$ cat src/rtl/rx_silo_pkg.sv
package rx_silo_pkg;

  localparam logic [7:0] CHAR_XOFF = 8'h13;
  localparam logic [7:0] CHAR_XON  = 8'h11;

  typedef struct packed {
    logic        push;
    logic [15:0] word;
    logic        pop;
    logic        clrOvr;
  } siloStrobe_t;

  function automatic logic [15:0] makeEntry(input logic isStatus,
                                            input logic [3:0] line,
                                            input logic [7:0] payload);
    return {1'b1, 2'b00, isStatus, line, payload};
  endfunction

endpackage

$ cat src/rtl/rx_silo_data.sv
module rx_silo_data
  import rx_silo_pkg::*;
#(
  parameter int DEPTH = 256,
  parameter int CW    = 9
) (
  input  logic          clk,
  input  logic          rstN,
  input  siloStrobe_t   strobe,
  output logic [CW-1:0] count,
  output logic          empty,
  output logic [15:0]   headWord,
  output logic          overrun
);
  localparam int PW = (DEPTH > 1) ? $clog2(DEPTH) : 1;

  logic [15:0]   mem [DEPTH];
  logic [PW-1:0] wrPtr, rdPtr;
  logic          full, popOk, pushOk;

  assign full   = (count == CW'(DEPTH));
  assign empty  = (count == '0);
  assign popOk  = strobe.pop && !empty;
  assign pushOk = strobe.push && (!full || popOk);
  assign headWord = empty ? 16'h0000 : mem[rdPtr];

  function automatic logic [PW-1:0] nextPtr(input logic [PW-1:0] p);
    return (p == PW'(DEPTH - 1)) ? '0 : p + 1'b1;
  endfunction

  always_ff @(posedge clk) begin
    if (pushOk) mem[wrPtr] <= strobe.word;
  end

  always_ff @(posedge clk) begin
    if (!rstN) begin
      wrPtr   <= '0;
      rdPtr   <= '0;
      count   <= '0;
      overrun <= 1'b0;
    end else begin
      if (pushOk) wrPtr <= nextPtr(wrPtr);
      if (popOk)  rdPtr <= nextPtr(rdPtr);
      case ({pushOk, popOk})
        2'b10:   count <= count + 1'b1;
        2'b01:   count <= count - 1'b1;
        default: count <= count;
      endcase
      if (strobe.push && !pushOk) overrun <= 1'b1;
      else if (strobe.clrOvr)     overrun <= 1'b0;
    end
  end

  AST_NO_OVERFLOW: assert property (@(posedge clk) disable iff (!rstN)
    count <= CW'(DEPTH));
  AST_FULL_DROP: assert property (@(posedge clk) disable iff (!rstN)
    full && strobe.push && !strobe.pop |=> full && overrun);
  AST_OVR_STICKY: assert property (@(posedge clk) disable iff (!rstN)
    overrun && !strobe.clrOvr |=> overrun);
  AST_EMPTY_HOLD: assert property (@(posedge clk) disable iff (!rstN)
    empty && !strobe.push |=> empty && headWord == 16'h0000);

endmodule

$ cat src/rtl/rx_silo_ctrl.sv
module rx_silo_ctrl
  import rx_silo_pkg::*;
#(
  parameter int DEPTH         = 256,
  parameter int NUM_LINES     = 8,
  parameter int SAMPLE_PERIOD = 2000000,
  parameter int LW            = 3,
  parameter int CW            = 9
) (
  input  logic                   clk,
  input  logic                   rstN,
  input  logic                   rxValid,
  input  logic [LW-1:0]          rxLine,
  input  logic [7:0]             rxData,
  input  logic [3*NUM_LINES-1:0] modemIn,
  input  logic                   rdEn,
  input  logic                   ovrClr,
  input  logic [NUM_LINES-1:0]   forceXoff,
  input  logic                   flowAck,
  input  logic [CW-1:0]          count,
  input  logic                   empty,
  output siloStrobe_t            strobe,
  output logic                   flowReq,
  output logic [7:0]             flowChar,
  output logic [NUM_LINES-1:0]   flowMask
);
  localparam int HIGH_MARK = (2 * DEPTH) / 3;
  localparam int LOW_MARK  = DEPTH / 2;
  localparam int TW        = $clog2(SAMPLE_PERIOD);

  // ---------------- force-XOFF per line ----------------
  logic [NUM_LINES-1:0] forcePrev, parity, forceEvt, forceEvtXon;
  logic [NUM_LINES-1:0] forcePend, forcePendXon, forceGrant;

  for (genvar g = 0; g < NUM_LINES; g++) begin : gLine
    logic rise, fall, hit;
    assign rise = forceXoff[g] & ~forcePrev[g];
    assign fall = ~forceXoff[g] & forcePrev[g];
    assign hit  = forceXoff[g] & forcePrev[g] & rxValid & (rxLine == LW'(g));
    assign forceEvt[g]    = rise | fall | (hit & parity[g]);
    assign forceEvtXon[g] = fall;

    always_ff @(posedge clk) begin
      if (!rstN) begin
        forcePrev[g] <= 1'b0;
        parity[g]    <= 1'b0;
      end else begin
        forcePrev[g] <= forceXoff[g];
        if (rise)     parity[g] <= 1'b0;
        else if (hit) parity[g] <= ~parity[g];
      end
    end
  end

  // ---------------- threshold hysteresis ----------------
  logic autoOn, autoEvt, autoEvtXon, autoPend, autoPendXon;
  assign autoEvt    = (!autoOn && count >= CW'(HIGH_MARK)) ||
                      (autoOn && count <= CW'(LOW_MARK));
  assign autoEvtXon = autoOn;

  // ---------------- request arbiter ----------------
  logic          loadReq, anyForce;
  logic [LW-1:0] forceSel;
  assign loadReq = !flowReq || flowAck;

  always_comb begin
    anyForce = 1'b0;
    forceSel = '0;
    for (int i = NUM_LINES - 1; i >= 0; i--) begin
      if (forcePend[i]) begin
        anyForce = 1'b1;
        forceSel = LW'(i);
      end
    end
    forceGrant = '0;
    if (loadReq && anyForce) forceGrant[forceSel] = 1'b1;
  end

  always_ff @(posedge clk) begin
    if (!rstN) begin
      autoOn       <= 1'b0;
      autoPend     <= 1'b0;
      autoPendXon  <= 1'b0;
      forcePend    <= '0;
      forcePendXon <= '0;
      flowReq      <= 1'b0;
      flowChar     <= 8'h00;
      flowMask     <= '0;
    end else begin
      if (autoEvt) autoOn <= ~autoOn;
      forcePend <= (forcePend & ~forceGrant) | forceEvt;
      for (int i = 0; i < NUM_LINES; i++)
        if (forceEvt[i]) forcePendXon[i] <= forceEvtXon[i];
      if (autoEvt) begin
        autoPend    <= 1'b1;
        autoPendXon <= autoEvtXon;
      end else if (loadReq && !anyForce) begin
        autoPend <= 1'b0;
      end
      if (loadReq) begin
        if (anyForce) begin
          flowReq  <= 1'b1;
          flowChar <= forcePendXon[forceSel] ? CHAR_XON : CHAR_XOFF;
          flowMask <= forceGrant;
        end else if (autoPend) begin
          flowReq  <= 1'b1;
          flowChar <= autoPendXon ? CHAR_XON : CHAR_XOFF;
          flowMask <= '1;
        end else begin
          flowReq <= 1'b0;
        end
      end
    end
  end

  // ---------------- modem sampler ----------------
  logic [TW-1:0]          tickCnt;
  logic                   tick, anyStat;
  logic [3*NUM_LINES-1:0] modemPrev, statVal;
  logic [NUM_LINES-1:0]   statPend;
  logic [LW-1:0]          statSel;
  assign tick = (tickCnt == TW'(SAMPLE_PERIOD - 1));

  always_comb begin
    anyStat = 1'b0;
    statSel = '0;
    for (int i = NUM_LINES - 1; i >= 0; i--) begin
      if (statPend[i]) begin
        anyStat = 1'b1;
        statSel = LW'(i);
      end
    end
  end

  always_ff @(posedge clk) begin
    if (!rstN) begin
      tickCnt   <= '0;
      modemPrev <= '0;
      statVal   <= '0;
      statPend  <= '0;
    end else begin
      tickCnt <= tick ? '0 : tickCnt + 1'b1;
      if (!rxValid && anyStat) statPend[statSel] <= 1'b0;
      if (tick) begin
        modemPrev <= modemIn;
        for (int i = 0; i < NUM_LINES; i++) begin
          if (modemIn[3*i +: 3] != modemPrev[3*i +: 3]) begin
            statPend[i]      <= 1'b1;
            statVal[3*i +: 3] <= modemIn[3*i +: 3];
          end
        end
      end
    end
  end

  // ---------------- strobes to datapath ----------------
  always_comb begin
    strobe.push   = rxValid | anyStat;
    strobe.word   = rxValid ? makeEntry(1'b0, 4'(rxLine), rxData)
                            : makeEntry(1'b1, 4'(statSel), {5'b0, statVal[3*statSel +: 3]});
    strobe.pop    = rdEn && !empty;
    strobe.clrOvr = ovrClr;
  end

  AST_REQ_HOLD: assert property (@(posedge clk) disable iff (!rstN)
    flowReq && !flowAck |=> flowReq && $stable(flowChar) && $stable(flowMask));
  AST_FLOW_CHAR: assert property (@(posedge clk) disable iff (!rstN)
    flowReq |-> (flowChar == CHAR_XOFF || flowChar == CHAR_XON));
  AST_MASK_SHAPE: assert property (@(posedge clk) disable iff (!rstN)
    flowReq |-> (flowMask == '1 || $countones(flowMask) == 1));
  AST_RX_FIRST: assert property (@(posedge clk) disable iff (!rstN)
    strobe.push && strobe.word[12] |-> !rxValid);

endmodule

$ cat src/rtl/rx_silo.sv
module rx_silo
  import rx_silo_pkg::*;
#(
  parameter int DEPTH         = 256,
  parameter int NUM_LINES     = 8,
  parameter int SAMPLE_PERIOD = 2000000,
  localparam int LW = (NUM_LINES > 1) ? $clog2(NUM_LINES) : 1,
  localparam int CW = $clog2(DEPTH + 1)
) (
  input  logic                   clk,
  input  logic                   rstN,
  input  logic                   rxValid,
  input  logic [LW-1:0]          rxLine,
  input  logic [7:0]             rxData,
  input  logic [3*NUM_LINES-1:0] modemIn,
  input  logic                   rdEn,
  output logic [15:0]            rdData,
  input  logic                   ovrClr,
  output logic                   overrun,
  input  logic [NUM_LINES-1:0]   forceXoff,
  output logic                   flowReq,
  output logic [7:0]             flowChar,
  output logic [NUM_LINES-1:0]   flowMask,
  input  logic                   flowAck
);
  siloStrobe_t   strobe;
  logic [CW-1:0] count;
  logic          empty;

  rx_silo_ctrl #(
    .DEPTH(DEPTH), .NUM_LINES(NUM_LINES), .SAMPLE_PERIOD(SAMPLE_PERIOD),
    .LW(LW), .CW(CW)
  ) uCtrl (
    .clk(clk), .rstN(rstN), .rxValid(rxValid), .rxLine(rxLine), .rxData(rxData),
    .modemIn(modemIn), .rdEn(rdEn), .ovrClr(ovrClr), .forceXoff(forceXoff),
    .flowAck(flowAck), .count(count), .empty(empty), .strobe(strobe),
    .flowReq(flowReq), .flowChar(flowChar), .flowMask(flowMask)
  );

  rx_silo_data #(.DEPTH(DEPTH), .CW(CW)) uData (
    .clk(clk), .rstN(rstN), .strobe(strobe), .count(count), .empty(empty),
    .headWord(rdData), .overrun(overrun)
  );

endmodule

$ cat config.mk
export PLATFORM = sky130hd
export DESIGN_NAME = rx_silo
export DESIGN_NICKNAME = d
export VERILOG_FILES = /design/src/rtl/rx_silo_pkg.sv /design/src/rtl/rx_silo_data.sv /design/src/rtl/rx_silo_ctrl.sv /design/src/rtl/rx_silo.sv
export SDC_FILE = /design/constraint.sdc
export NUM_CORES = 2
export LEC_CHECK = 0
export CAP_MARGIN = 20
export CORE_MARGIN = 8
export CORE_UTILIZATION = 40
export DETAILED_ROUTE_END_ITERATION = 10
export PLACE_DENSITY = 0.66
export SYNTH_ARGS = -nofsm -noshare
export SYNTH_HDL_FRONTEND = slang
export SYNTH_HIERARCHICAL = 1
export SYNTH_SLANG_ARGS = --single-unit
$ cat constraint.sdc
create_clock -name clk -period 28.5 [get_ports clk]
set_clock_uncertainty 0.15 [all_clocks]
set_input_delay 7.125 -clock clk [delete_from_list [all_inputs] [get_ports clk]]
set_output_delay 7.125 -clock clk [all_outputs]
set_load 0.01 [all_outputs]
==> key figures <==
Clocking
  • Clock Tree Root: clkbuf_16
  • Hold buffer count at cts: 0
  • # H-tree levels: 5
  • Reg clk slew, reported paths: 0.06 ns
  • Post-CTS sizing: 0
  • Worst skew pair latency: 0.96 ns
  • Setup repair bufs after CTS: 0
  • Num CTS Buffers: 417
  • CTS tree: built
  • Worst-case clock buffer depth: 4
  • Clk sink count: 4253

Power and ir drop
  • PwrDens: 74.16 mW/mm^2
  • Sequential Power Share: 50.2%
  • Tot Pwr: 13.75 mW
  • Int Power: 10.55 mW
  • NetSw: 3.198 mW
  • Leak Pwr: 54.38 nW
  • Sw Ratio: 23.26%
  • Max VDD drop: 0.05263 mV
  • Clock power share: 38.6%
  • Comb power frac: 11.2%

Synthesis
  • Cells after Synth: 7643
  • Sequential element share of the synthesized area: 77.13%
  • Cell Area, Synth: 0.1635 mm^2
  • Count leader, synth: edfxtp_1
  • Mean Syn Cell Area: 21.40 um^2
  • Synth area leaders: edfxtp_1 (75%), mux4_2 (14%), dfxtp_1 (1.9%)
  • EDFF count, synth: 4096
  • Ys Warns: 6
  • Area leader, netlist: edfxtp_1
  • Share of Yosys cell area claimed by the top area cell type: 75.21%
  • Synth Flop Type: edfxtp_1
  • #FFs+latches synth: 4253
  • Synth cell types: 77
  • Post-synth top cells: edfxtp_1 (4096), mux4_2 (992), nor2_1 (382)
  • Async set or reset register ratio after synthesis: 0%

Timing
  • Fmax: 65.83 MHz
  • Relative slew slack: 5.720%
  • Worst Setup Slack, final: 13.31 ns
  • Worst-margin pin slew: 1.414 ns
  • Worst Hold Slack: 0.3230 ns
  • Final worst-path cycle share: 53.30%
  • Slew Limit Fails: 0
  • Setup violators final: 0
  • Unrepaired setup endpoints after global routing: false
  • Setup TNS Final: 0 ns
  • Fin. Hold Viols: 0
  • Final min period: 15.19 ns

Setup path
  • Cell-by-cell listing of the critical path: buf_12 -> buf_4 -> buf_4 -> buf_12 -> buf_4 -> mux4_2 -> mux4_2 -> nor2_1 -> o32ai_1 -> a311o_1 -> clkdlybuf4s50_1
  • Worst path most repeated cell: buf_4
  • Slowest cell on crit path: dfxtp_4
  • Critical Path Start Type: flip-flop
  • Critical Path Max Stage Delay: 0.88 ns
  • Critical Path AT: 7.92 ns
  • CP max FO: 96
  • Req. time, crit path: 21.23 ns
  • FF-to-FF path depth: 10
  • CP endpoint kind: output port
  • Worst Setup Path Type: reg -> out
  • FF-to-FF Start: uData/count[0]$_SDFFE_PN0P_

Drt
  • Antenna Violating Nets Remaining: 0
  • Vias: 80.73k
  • Avg WL per Cell: 29.48 um
  • Initial drt markers: 10.06k
  • First-pass detailed-route iteration total: 5
  • Vias per cell: 5.817
  • Final wirelength: 409100 um
  • Residual DRC: 0

Global route
  • First-pass GRT wire length: 586000 um
  • Vias in the first global route: 81.41k
  • M2 GR Usage: 30.13%
  • Met3 Use GR: 3.472%
  • Largest net degree at the start of global routing: 257
  • Total GRT Usage: 18.58%
  • Busiest grt layer: met2
  • Grt total ovfl: 0
  • Met1 track demand over resource: 25.29%
  • Initial antenna violation count: 14

Hold path
  • Hold_sp: uCtrl/autoPendXon$_SDFFE_PN0P_
  • Worst min path class: reg -> reg
  • Hold Path Cell Cnt: 2

Placed design
  • Pre-CTS WS: 13.95 ns
  • Area after DPL: 0.1722 mm^2
  • I/O Buffers: 77
  • # placed instances: 13.12k
  • Post-DP HPWL: 238400 um
  • GPL Wtd Cong: 0.8451

Floorplan
  • Die H: 655.4 um
  • DIE AREA: 0.4296 mm^2
  • Initial Util: 40.04%
  • Row count: 235
  • Die Wd: 655.4 um
  • Num ports: 83
  • Core footprint: 0.4084 mm^2

Finish
  • Post-layout util: 45.39%
  • Share of cells above drive strength 1: 24.42%
  • Cell Count, Final, Fillers Out: 13.88k
  • Fill cells: 33.45k
  • Area growth from synthesis to layout: 13.36%
  • Final standard cell area without fillers: 0.1854 mm^2
  • # nets final: 8178

Outcome
  • Status: finished clean

Job
  • Max-cap violations: 0
worst paths after layout:
path                                                        to  slack (ns)
worst max-delay path                                rdData[15]       13.31
worst min-delay path            uCtrl/autoPendXon$_SDFFE_PN0P_        0.32
worst max register to register      uData/mem[61][5]$_DFFE_PP_       22.96
worst min register to register  uCtrl/autoPendXon$_SDFFE_PN0P_        0.32
metal layers:
layer | wire length [um] | up-vias
met5 | 23 | -
met4 | 16320 | 6
met3 | 38190 | 657
met2 | 196400 | 3948
met1 | 158200 | 43174
li1 | - | 32948
state kept, by name, summed over array words and instances, names as in the netlist, 9 cells and up, named ones only:
signal,cells
uCtrl/modemPrev,24
uCtrl/statVal,24
uCtrl/tickCnt,21
uData/count,9
uData/mem,4096
layout make-up:
class | instances | area, um^2 | area share, %
inverter | 43 | 168.9 | 0.09111
clock inverter | 228 | 2007 | 1.083
sequential | 4253 | 126200 | 68.05
clock buffer | 526 | 11070 | 5.974
antenna | 2 | 5.005 | 0.002700
multi-input combinational | 2912 | 35340 | 19.06
tap | 5451 | 6820 | 3.679
timing repair buffer | 464 | 3821 | 2.061
worst max-delay path: cells and delay by family, from the launching register on:
kind / cells / cell delay (ns)
and+or+nand+nor: 1 / 0.18
AOI/OAI and AO/OA: 2 / 0.48
muxes: 2 / 1.14
DFF: 1 / 0.88
buffers and inverters: 6 / 3.98
power groups by stage:
stage	clock network [mW]	registers, mW	logic (mW)
2_1_floorplan	0	7.03	1.05
3_3_place_gp	0	7.03	1.52
3_5_place_dp	0	7.03	1.54
4_1_cts	5.37	6.90	1.54
5_1_grt	5.60	6.90	1.62
6_report	5.30	6.90	1.54
cells in the final DEF (no fill, tap or decap), drive strengths merged, types with 20 or more instances in the layout:
master         instances
ha                    37
buf                  388
a211oi                35
o21a                  20
inv                   50
a21boi                34
mux2i                244
clkbuf               526
nor4                  26
clkinv               180
a22o                  32
o22ai                160
and3                  24
a22oi                195
clkdlybuf4s50         76
bufinv                30
o21ai                 40
a21oi                 38
mux4                 992
o221ai                34
dfxtp                157
nand3                109
nor2b                 50
nor3                  50
nor2                 382
xnor2                 49
nand2                157
edfxtp              4096
cells by family (layout without fill, tap and decap cells):
logic type	Yosys count	after routing	share of synthesized area (%)
AO/OA/AOI/OAI	683	683	3.089
XOR/XNOR	65	65	0.3481
adder cells (fa/ha/maj)	38	38	0.2953
buffers and inverters	485	1261	1.470
flip-flops	4253	4253	77.13
multiplexers	1236	1236	15.15
other	2	11	0.004592
AND/OR/NAND/NOR	881	881	2.505
Power figures use the tool's default switching activity.
